==> config.mk <==
export PLATFORM = sky130hd
export DESIGN_NAME = dsm_lowpass
export DESIGN_NICKNAME = d
export VERILOG_FILES = /design/src/rtl/dsm_pkg.sv /design/src/rtl/dsm_integrator.sv /design/src/rtl/dsm_quantizer.sv /design/src/rtl/dsm_lowpass.sv
export SDC_FILE = /design/constraint.sdc
export NUM_CORES = 1
export LEC_CHECK = 0
export BUFFER_PORTS_ARGS = -buffer_cell sky130_fd_sc_hd__buf_2
export CELL_PAD_IN_SITES_DETAIL_PLACEMENT = 0
export CELL_PAD_IN_SITES_GLOBAL_PLACEMENT = 1
export CORE_MARGIN = 2
export CORE_UTILIZATION = 52
export DETAILED_ROUTE_END_ITERATION = 7
export GPL_TIMING_DRIVEN = 0
export PLACE_DENSITY_LB_ADDON = 0.05
export SYNTH_ARGS = -nofsm -noshare
export SYNTH_HDL_FRONTEND = slang
export SYNTH_SLANG_ARGS = --single-unit
==> constraint.sdc <==
create_clock -name clk -period 5.88 [get_ports clk]
set_clock_uncertainty 0.1 [all_clocks]
set_input_delay 0.588 -clock clk [delete_from_list [all_inputs] [get_ports clk]]
set_output_delay 0.588 -clock clk [all_outputs]
set_load 0.02 [all_outputs]
==> src/rtl/dsm_pkg.sv <==
package dsm_pkg;
    // Quantizer decision: sign of the last integrator.
    typedef enum logic {
        DEC_NEG = 1'b0,
        DEC_POS = 1'b1
    } dsm_dec_e;

    // Smallest headroom above the input width the integrators may use.
    localparam int DSM_MIN_GUARD = 2;
endpackage

==> src/rtl/dsm_integrator.sv <==
module dsm_integrator #(
    parameter int ACC_W    = 20,
    parameter int FB_SHIFT = 0
) (
    input  logic                    clk,
    input  logic                    rst_n,
    input  logic                    en,
    input  logic signed [ACC_W-1:0] feed_in,
    input  logic signed [ACC_W-1:0] fb_in,
    output logic signed [ACC_W-1:0] acc_q
);
    localparam int SUM_W = ACC_W + 3;
    localparam logic signed [SUM_W-1:0] MAXV = SUM_W'(2**(ACC_W-1) - 1);
    localparam logic signed [SUM_W-1:0] MINV = -MAXV - SUM_W'(1);

    logic signed [SUM_W-1:0] sum_w;
    logic signed [ACC_W-1:0] acc_nxt;

    // Wide sum, then clamp to the register range.
    always_comb begin
        sum_w = SUM_W'(acc_q) + SUM_W'(feed_in) - (SUM_W'(fb_in) <<< FB_SHIFT);
        if (sum_w > MAXV) begin
            acc_nxt = MAXV[ACC_W-1:0];
        end else if (sum_w < MINV) begin
            acc_nxt = MINV[ACC_W-1:0];
        end else begin
            acc_nxt = sum_w[ACC_W-1:0];
        end
    end

    always_ff @(posedge clk or negedge rst_n) begin
        if (!rst_n) begin
            acc_q <= '0;
        end else if (en) begin
            acc_q <= acc_nxt;
        end
    end
endmodule

==> src/rtl/dsm_quantizer.sv <==
module dsm_quantizer
    import dsm_pkg::*;
#(
    parameter int IN_W  = 16,
    parameter int ACC_W = 20
) (
    input  logic signed [ACC_W-1:0] last_int,
    output dsm_dec_e                dec,
    output logic signed [ACC_W-1:0] fb_val
);
    localparam logic signed [ACC_W-1:0] FS_POS = ACC_W'(2**(IN_W-1));
    localparam logic signed [ACC_W-1:0] FS_NEG = -FS_POS;

    always_comb begin
        dec    = last_int[ACC_W-1] ? DEC_NEG : DEC_POS;
        fb_val = FS_NEG;
        unique case (dec)
            DEC_POS: fb_val = FS_POS;
            DEC_NEG: fb_val = FS_NEG;
        endcase
    end
endmodule

==> src/rtl/dsm_lowpass.sv <==
module dsm_lowpass
    import dsm_pkg::*;
#(
    parameter int IN_W  = 16,
    parameter int ORDER = 2,
    parameter int GUARD = 4
) (
    input  logic                   clk,
    input  logic                   rst_n,
    input  logic                   in_vld,
    input  logic signed [IN_W-1:0] in_sample,
    output logic                   out_vld,
    output logic                   out_bit
);
    localparam int GUARD_EFF = (GUARD < DSM_MIN_GUARD) ? DSM_MIN_GUARD : GUARD;
    localparam int ACC_W     = IN_W + GUARD_EFF;

    logic signed [ACC_W-1:0] x_ext;
    logic signed [ACC_W-1:0] i1_q;
    logic signed [ACC_W-1:0] last_q;
    logic signed [ACC_W-1:0] fb_val;
    dsm_dec_e                dec;

    assign x_ext = ACC_W'(in_sample);

    dsm_quantizer #(.IN_W(IN_W), .ACC_W(ACC_W)) u_quant (
        .last_int (last_q),
        .dec      (dec),
        .fb_val   (fb_val)
    );

    dsm_integrator #(.ACC_W(ACC_W), .FB_SHIFT(0)) u_int1 (
        .clk     (clk),
        .rst_n   (rst_n),
        .en      (in_vld),
        .feed_in (x_ext),
        .fb_in   (fb_val),
        .acc_q   (i1_q)
    );

    if (ORDER == 1) begin : g_first
        assign last_q = i1_q;
    end else begin : g_second
        logic signed [ACC_W-1:0] i2_q;
        // Second stage takes the old i1 and twice the feedback.
        dsm_integrator #(.ACC_W(ACC_W), .FB_SHIFT(1)) u_int2 (
            .clk     (clk),
            .rst_n   (rst_n),
            .en      (in_vld),
            .feed_in (i1_q),
            .fb_in   (fb_val),
            .acc_q   (i2_q)
        );
        assign last_q = i2_q;
    end

    always_ff @(posedge clk or negedge rst_n) begin
        if (!rst_n) begin
            out_vld <= 1'b0;
            out_bit <= 1'b0;
        end else begin
            out_vld <= in_vld;
            if (in_vld) begin
                out_bit <= (dec == DEC_POS);
            end
        end
    end
endmodule

=== Yosys cells after proc, flatten, opt, wreduce, memory -nomap -nowiden ===
Cells that the tools add are included.

* $add $sub $neg: 4
* Mux-type cells: 6
* $lt $le $gt $ge: 4

{| class="wikitable"
|+ Operators by type and width
! operator !! number
|-
| 2-to-1 mux 20 bit || 4
|-
| > comparator 23 x 20 -> 1 bit, second input constant || 2
|-
| less-than comparator 23 x 20 -> 1 bit, second input constant || 2
|-
| one-hot mux 20 bit (2 select lines) || 1
|-
| subtractor 21 x 20 -> 22 bit || 1
|-
| subtractor 21 x 21 -> 22 bit || 1
|-
| adder 20 x 16 -> 21 bit || 1
|-
| adder 20 x 20 -> 21 bit || 1
|-
| 2-to-1 mux 1 bit || 1
|}

* Input port bits: 19
* Bits in registers: 42
* Word-level logic and storage cells: 18
* Output and inout port bits: 2

=== Logic depth before layout (Yosys ltp) ===
Gate-level depths: netlist of run 1.

* Depth in word-level cells: 6
* Mapped depth: 15
* Gate-level depth less buffers: 13

=== Modules after synthesis ===
A second synthesis of run 1 with hierarchy kept.

* Cells, all modules: 672
* Area total of the unflattened synthesis: 5616.6 µm²

{| class="wikitable"
|+ Modules (own cells, without submodules)
! module !! cells an instance !! times used !! area an instance (µm²) !! sequential area each (µm²)
|-
| dsm_integrator at g_second.u_int2 || 338 || 1 || 2811.4 || 500.5
|-
| dsm_integrator at u_int1 || 308 || 1 || 2578.7 || 500.5
|-
| dsm_quantizer || 23 || 1 || 161.4 || 0.0
|-
| dsm_lowpass || 3 || 1 || 65.1 || 50.0
|}

=== Worst setup path before layout of run 1 ===
Ideal clock, no wire load.

* Kind: input port to flip-flop
* From: input port in_sample[15]
* To: register u_int1.acc_q[16]
* Stages on the path: 14
* Data required time: 5638 ps
* Buffers on the path: 1
* Setup time: 142 ps
* Path slack: 2064 ps
* Arrival time: 3574 ps
* Cell sequence: inv_1 -> fa_1 -> inv_1 -> ha_1 -> a21o_1 -> a211oi_1 -> a221o_1 -> nor3_1 -> a211oi_2 -> o311ai_4 -> a41o_1 -> nand2_1 -> buf_4 -> o221ai_1

* Longest elaborated chain between the ends: 5
* Elaborated cells on any way between the ends: 6
* Those cells by class: 2 x add/sub; 2 x order compare; 2 x mux

{| class="wikitable"
|+ RTL lines
! item !! line !! RTL
|-
| from (decl) || dsm_lowpass.sv:11 || <nowiki>input logic signed [IN_W-1:0] in_sample,</nowiki>
|-
| adder 20 x 16 -> 21 bit (*) || dsm_integrator.sv:21 || <nowiki>sum_w = SUM_W'(acc_q) + SUM_W'(feed_in) - (SUM_W'(fb_in) <<< FB_SHIFT);</nowiki>
|-
| subtractor 21 x 20 -> 22 bit (*) || dsm_integrator.sv:21 ||
|-
| less-than comparator 23 x 20 -> 1 bit || dsm_integrator.sv:24 || <nowiki>end else if (sum_w < MINV) begin</nowiki>
|-
| 2-to-1 mux 20 bit || dsm_integrator.sv:24 ||
|-
| 2-to-1 mux 20 bit (*) || dsm_integrator.sv:22 || <nowiki>if (sum_w > MAXV) begin</nowiki>
|-
| to (signal assigned) || dsm_integrator.sv:35 || <nowiki>acc_q <= acc_nxt;</nowiki>
|-
| to (decl) || dsm_integrator.sv:10 || <nowiki>output logic signed [ACC_W-1:0] acc_q</nowiki>
|}

Mark *: on every way between the ends. The rest lies on a longest branch, timed or not.
A chain may end at the register's enable or synchronous reset.

=== Worst setup path after layout of run 1 ===
* From: register g_second.u_int2.acc_q[19]
* To: register u_int1.acc_q[16]

* Longest elaborated chain between the ends: 6
* Elaborated cells on any way between the ends: 7
* Those cells by class: 1 x add/sub; 2 x order compare; 4 x mux

{| class="wikitable"
|+ RTL lines
! item !! line !! RTL
|-
| from (decl) || dsm_integrator.sv:10 ||
|-
| from (signal assigned) || dsm_integrator.sv:35 ||
|-
| 2-to-1 mux 1 bit (*) || dsm_quantizer.sv:15 || <nowiki>dec = last_int[ACC_W-1] ? DEC_NEG : DEC_POS;</nowiki>
|-
| net dec || dsm_lowpass.sv:22 || <nowiki>dsm_dec_e dec;</nowiki>
|-
| one-hot mux 20 bit (2 select lines) (*) || dsm_quantizer.sv:17 || <nowiki>unique case (dec)</nowiki>
|-
| subtractor 21 x 20 -> 22 bit (*) || dsm_integrator.sv:21 ||
|-
| less-than comparator 23 x 20 -> 1 bit || dsm_integrator.sv:24 ||
|-
| 2-to-1 mux 20 bit || dsm_integrator.sv:24 ||
|-
| 2-to-1 mux 20 bit (*) || dsm_integrator.sv:22 ||
|}

The timed path passes the listed nets; every way through them passes the cells marked *. The select of a mux whose other input is x is not followed.

==> impl_metrics.toml, run 1 <==
[outcome]
status = "complete, no violations"

[clock_network]
h-tree-depth = 2
root_buffer = "clkbuf_8"
clk_pin_slew_ps = 100
post_cts_resized = 0
cts_buffer_depth = 2
ctsHoldBuffers = 0
numCtsBuffers = 5
cts_setup_buffers = 0
tritoncts = "yes"
cts_sinks = 42
clk_latency_ps = 310

[setup_path]
path_class = "reg2reg"
path_buf_inv = 2
critPathCapture = "u_int1.acc_q[16]"
crit_path_start = "g_second.u_int2.acc_q[19]"
timing.rr.start = "g_second.u_int2.acc_q[19]"
worstSetupPathDepth = 13
cp_cell_sequence = "inv_1, fa_1, ha_1, a21o_1, a211oi_1, a221o_1, nor3_1, a211oi_2, o311ai_4, a41o_1, nand2_1, buf_4, o221ai_1"
critPathCaptureType = "flip-flop"
crit_required_ps = 5950
startpoint_type = "flip-flop"
worst_path_dominant_cell_family = "compound AO/OA/AOI/OAI gates"
cpPeakStageDelay_ps = 570
critPathMaxFanout = 10
crit_arrival_ps = 4260
cp_slowest_cell = "dfrtp_1"
r2r_cells = 13
timing.rr.end = "u_int1.acc_q[16]"
reg2reg_slack_ps = 1680

[place]
port_buffers = 20
hpwl_microns = 7770
globalplace.congestion = 0.893
dpl_cell_area_sq_um = 4770

[synth]
syn_area_sq_um = 4530
synth_area_per_cell_sq_um = 8.44
synth_most_common_cell = "inv_1"
synthArstFlopShare_pct = 100
synth_area_leaders = "dfrtp_1 23%, ha_1 21%, inv_1 11%, a21oi_1 5.1%, xnor2_1 4.4%"
synth_cell_type_count = 58
synth_top_area_share_pct = 23.2
synth_flop_cell = "dfrtp_1"
syn_nets = 637
synth_top_cell_by_area = "dfrtp_1"
synth_edf_count = 0
yosysSeqAreaShare_pct = 23.2
synth_cells = 537
synth-seq-cells = 42
synthTopCellsByCount = "130 x inv_1, 75 x ha_1, 46 x a21oi_1, 42 x dfrtp_1"
yosysWarnings = 0

[floorplanning]
core_sq_um = 8590
core.rowCount = 34
fp.dieH_microns = 97.4
start_util_pct = 52.8
boundaryPins = 21
die_area_sq_um = 9480
die_w_microns = 97.4

[timing]
max_freq_mhz = 238
rsz0062_at_grt = "false"
slew_headroom_pct = 35.3
tns_ps = 0
post-route-min-period_ps = 4200
tightest_slew_ps = 970
fin_crit_sh_pct = 71.3
hold_violations = 0
setup_viol = 0
slew_viol_final = 0

[final_layout]
area_delta_synth_final_pct = 7.37
diodes = 0
layout-drive-gt1-share_pct = 8.67
fin_area_sq_um = 4870
nets = 664

[grt]
grt_pass1_vias = 3696
globalRouteOverflowTotal = 0
grt_use_total_pct = 21.6
grt_pass1_wl_microns = 17000
antenna_found_initial = 0
grt_max_degree = 43

[routing]
viasPerCell = 5.53
ant_nets = 0
routed_wl_microns = 9830
drt_iter0_drc = 157
wl_per_cell_microns = 14.6
drc = 0
vias = 3724
first_pass_iters = 4

[hold_path]
hp-class = "in2async"

[run]
maxCapViolations = 0
registers in the layout, summed over array words and instances, names as in the netlist:
name / cells
g_second.u_int2.acc_q: 20
out_vld: 1
u_int1.acc_q: 20
out_bit: 1
cell families (layout without fill, tap and decap cells):
kind of cell,Yosys count,after routing,synth area share (%)
compound gates,159,159,25.9
buf+inv,140,168,12.1
fa+ha+maj,81,81,23.3
simple gates,80,80,8.64
flops,42,42,23.2
xor+xnor,34,34,6.57
mux,1,1,0.248
area by class of cell:
cell class,count,area (sq um)
fillers,797,3720
multi-input cells,355,2930
flip-flops and latches,42,1050
inverters,131,492
well taps,108,135
repair buffers,20,100
clock buffers,6,82.6
plain buffers,9,58.8
clock inverters,2,16.3
per-layer routing:
| metal | vias to the layer above | share of wire (%) | GRT usage [%] |
|---|---|---|---|
| met5 | - | 0 | 0 |
| met3 | 10 | 3.3 | 3.38 |
| met4 | 0 | 1.3 | 4.70 |
| met1 | 1745 | 50 | 29.8 |
| met2 | 55 | 46 | 36.0 |
| li1 | 1914 | - | - |
stage by stage:
step	instances	hold WS, ps	util (%)	setup slack (ps)
after global placement	665	386	55.5	1500
after detailed placement	665	397	55.5	1490
final	673	332	56.7	1680
after global routing	673	368	56.7	1390
after CTS	673	374	56.7	1660
after floorplan	537	192	-	2060
how the worst min path moves through the flow:
stage | startpoint | endpoint
detailed placement | out_bit | out_bit
finish | rst_n | g_second.u_int2.acc_q[6]
global placement | out_bit | out_bit
CTS | rst_n | u_int1.acc_q[4]
global route | in_vld | out_vld
floorplan | rst_n | g_second.u_int2.acc_q[0]
layout by cell type (no fill, tap or decap), drive strengths merged, types with 4 or more instances in the layout:
master / netlist / routed
inv: 130 / 131
o221ai: 18 / 18
fa: 6 / 6
nand3: 7 / 7
dfrtp: 42 / 42
buf: 5 / 25
o21bai: 4 / 4
clkbuf: 4 / 10
a21o: 12 / 12
o31ai: 4 / 4
a221o: 18 / 18
o21ai: 19 / 19
ha: 75 / 75
a31oi: 5 / 5
xnor2: 23 / 23
nor2: 23 / 23
nand2: 22 / 22
nor2b: 4 / 4
nand2b: 7 / 7
o21a: 7 / 7
xor2: 11 / 11
a21oi: 47 / 47
Power of run 1 is left out: the tool's default activity adds up to more than one toggle a clock period on the data nets, which glitch-free logic cannot reach.
==> run 2: changes to the inputs <==
--- a/config.mk
+++ b/config.mk
@@ -5,11 +5,12 @@
 export SDC_FILE = /design/constraint.sdc
 export NUM_CORES = 1
 export LEC_CHECK = 0
+export ABC_AREA = 1
 export BUFFER_PORTS_ARGS = -buffer_cell sky130_fd_sc_hd__buf_2
 export CELL_PAD_IN_SITES_DETAIL_PLACEMENT = 0
 export CELL_PAD_IN_SITES_GLOBAL_PLACEMENT = 1
 export CORE_MARGIN = 2
-export CORE_UTILIZATION = 52
+export CORE_UTILIZATION = 42
 export DETAILED_ROUTE_END_ITERATION = 7
 export GPL_TIMING_DRIVEN = 0
 export PLACE_DENSITY_LB_ADDON = 0.05
==> constraint.sdc (replaced) <==
create_clock -name clk -period 3.55 [get_ports clk]
set_clock_uncertainty 0.1 [all_clocks]
set_input_delay 0.355 -clock clk [delete_from_list [all_inputs] [get_ports clk]]
set_output_delay 0.355 -clock clk [all_outputs]
set_load 0.02 [all_outputs]
==> run 2 against run 1 <==
Compared with the run above: maximum frequency grew 29%; utilization shrank 9.2 points; non-clock buffer count grew 3; global-route usage shrank 0.95 points; cell area grew 24%; first-iteration DRC count grew 39%; count of clock-buffer cells in the layout grew 1; via count grew 33%; routed wire length grew 39%; largest cell class unchanged.
==> impl_metrics.toml, run 2 <==
[final_layout]
layout_commonest_cell = "nand2_1"
fill_cells = 1440
mostFrequentLayoutCells = "235 x nand2_1, 194 x inv_1, 75 x ha_1"
area_delta_synth_final_pct = 9.21
top_regs = "g_second.u_int2.acc_q x20, u_int1.acc_q x20"
nets = 978
diodes = 0
layout-drive-gt1-share_pct = 12.5

[grt]
globalRouteOverflowTotal = 0
grt_use_total_pct = 20.7
grt_max_degree = 43
grt_pass1_wl_microns = 23600
grt_pass1_vias = 5098
antenna_found_initial = 0

[setup_path]
reg2reg_slack_ps = 310
crit_required_ps = 3620
critPathCaptureType = "flip-flop"
crit_arrival_ps = 3310
timing.rr.start = "g_second.u_int2.acc_q[19]"
cp_cell_sequence = "inv_1, fa_1, ha_1, nand2_1, nand2_1, o21bai_1, a21oi_1, nand3_2, nand2_1, nand2_2, a21oi_4, buf_4, a21oi_1"
path_common_cell = "nand2_1"
timing.rr.end = "u_int1.acc_q[6]"
critPathMaxFanout = 9
cpPeakStageDelay_ps = 510
r2r_cells = 13
cp_slowest_cell = "dfrtp_2"
path_class = "reg2reg"
startpoint_type = "flip-flop"

[place]
globalplace.congestion = 0.858
preCtsSetupSlack_ps = 0.381
hpwl_microns = 11700
port_buffers = 20

[synth]
synth_top_family_by_area = "simple AND/OR/NAND/NOR gates"
yosys.area_share.simple_pct = 31.6
synth_edf_count = 0
synth_cell_type_count = 34
synth_mux_area_share_pct = 0
synth_fa_ha_area_share_pct = 19.1
syn_nets = 947
syn_area_sq_um = 5530
synth_compound_area_share_pct = 11.0
synth_top_area_share_pct = 19.0
synthTopCellsByCount = "235 x nand2_1, 194 x inv_1, 75 x ha_1, 70 x nor2_1, 49 x a21oi_1"
synth_cells = 847
yosysWarnings = 0
synth_top_cell_by_area = "dfrtp_1"
synth_flop_cell = "dfrtp_1"
synth_area_per_cell_sq_um = 6.53
yosysSeqAreaShare_pct = 19.0
synth-seq-cells = 42
synth_xor_area_share_pct = 4.28
synthArstFlopShare_pct = 100
synth_area_leaders = "dfrtp_1 19%, ha_1 17%, nand2_1 16%, inv_1 13%, nor2_1 4.8%"
synth_most_common_cell = "nand2_1"

[floorplanning]
die_area_sq_um = 14100
core_sq_um = 12700
start_util_pct = 43.5
boundaryPins = 21
fp.dieH_microns = 119
core.rowCount = 41
die_w_microns = 119

[timing]
post-route-min-period_ps = 3240
hold_violations = 0
fin_crit_sh_pct = 91.3
slew_headroom_pct = 38.0
rsz0062_at_grt = "false"
setup_viol = 0
tns_ps = 0
tightest_slew_ps = 930
max_freq_mhz = 309
slew_viol_final = 0
setup_slack_ps = 309

[clock_network]
clk_latency_ps = 280
numCtsBuffers = 5
clk_pin_slew_ps = 60
cts_sinks = 42
cts_buffer_depth = 2
root_buffer = "clkbuf_16"
h-tree-depth = 2
tritoncts = "yes"

[hold_path]
hp-class = "in2async"

[routing]
first_pass_iters = 4
drt_iter0_drc = 219
drc = 0
vias = 4937
wl_per_cell_microns = 13.0
ant_nets = 0
routed_wl_microns = 13600
viasPerCell = 4.70

[run]
maxCapViolations = 0

[outcome]
status = "complete, no violations"
-- run 2: cell types whose count changed after synthesis, moves of 10 or more --
cell / delta
a21o_1: -12
nand2_2: +25
a21oi_2: +21
o221ai_1: -18
nor2_1: +47
o21ai_0: -10
nand3_1: +10
nand2_1: +213
xnor2_1: -14
inv_1: +64
nand4_1: +14
a221o_1: -10
-- run 2: logic make-up after synthesis --
kind of cell / after synthesis
simple gates: 396
buf+inv: 207
flops: 42
fa+ha+maj: 81
compound gates: 94
xor+xnor: 27
-- run 2: how the worst max path moves through the flow --
| stage | from | endpoint | slack [ps] | cells past startpoint |
|---|---|---|---|---|
| after detailed placement | g_second.u_int2.acc_q[19] | u_int1.acc_q[17] | 0.4 | 13 |
| after global placement | g_second.u_int2.acc_q[19] | u_int1.acc_q[18] | 30 | 13 |
| after floorplan | g_second.u_int2.acc_q[19] | u_int1.acc_q[10] | 570 | 13 |
| after global routing | g_second.u_int2.acc_q[19] | u_int1.acc_q[17] | 60 | 13 |
| after CTS | g_second.u_int2.acc_q[19] | u_int1.acc_q[17] | 180 | 13 |
| final | g_second.u_int2.acc_q[19] | u_int1.acc_q[6] | 310 | 13 |
-- run 2: what timing repair did --
item,CTS,global route
resized for setup,1,0
setup endpoints to repair,4,20
buffers inserted,0,4
hold buffers,0,0
pin swaps,0,2
-- run 2: cell type report --
type                    instances  area [sq um]  area share, %
inverters                     199           747           12.4
multi-input cells             598          3650           60.5
clock inverters                 1          30.0          0.497
repair buffers                 24           130           2.16
flip-flops and latches         42          1050           17.4
plain buffers                   8          77.6           1.28
clock buffers                   7           133           2.20
well taps                     172           215           3.56
-- run 2: critical path, delay by kind of cell, from the launching register on --
family	cells	cell delay, ps
fa+ha+maj	2	870
compound gates	4	780
buf+inv	2	360
simple gates	5	500
flops	1	510
-- run 2: through the flow --
| stage | instances | hold slack [ps] | instance area (sq um) | utilization (%) |
|---|---|---|---|---|
| 3_5_place_dp | 1039 | 386 | 5840 | 45.9 |
| 2_1_floorplan | 847 | -40.6 | 5530 | - |
| 5_1_grt | 1051 | 126 | 6040 | 47.5 |
| 4_1_cts | 1047 | 112 | 6010 | 47.2 |
| 6_report | 1051 | 104 | 6040 | 47.5 |
| 3_3_place_gp | 1039 | 362 | 5840 | 45.9 |
-- run 2: routing by layer --
metal	GRT usage, %	share of wire, %	up-vias	wire (microns)
met3	1.79	1.6	21	213
met5	0	0	-	0
met2	36.4	47	54	6400
met4	6.77	2.8	0	378
li1	-	-	2656	-
met1	26.6	49	2206	6620
Power of run 2 is left out for the same reason.
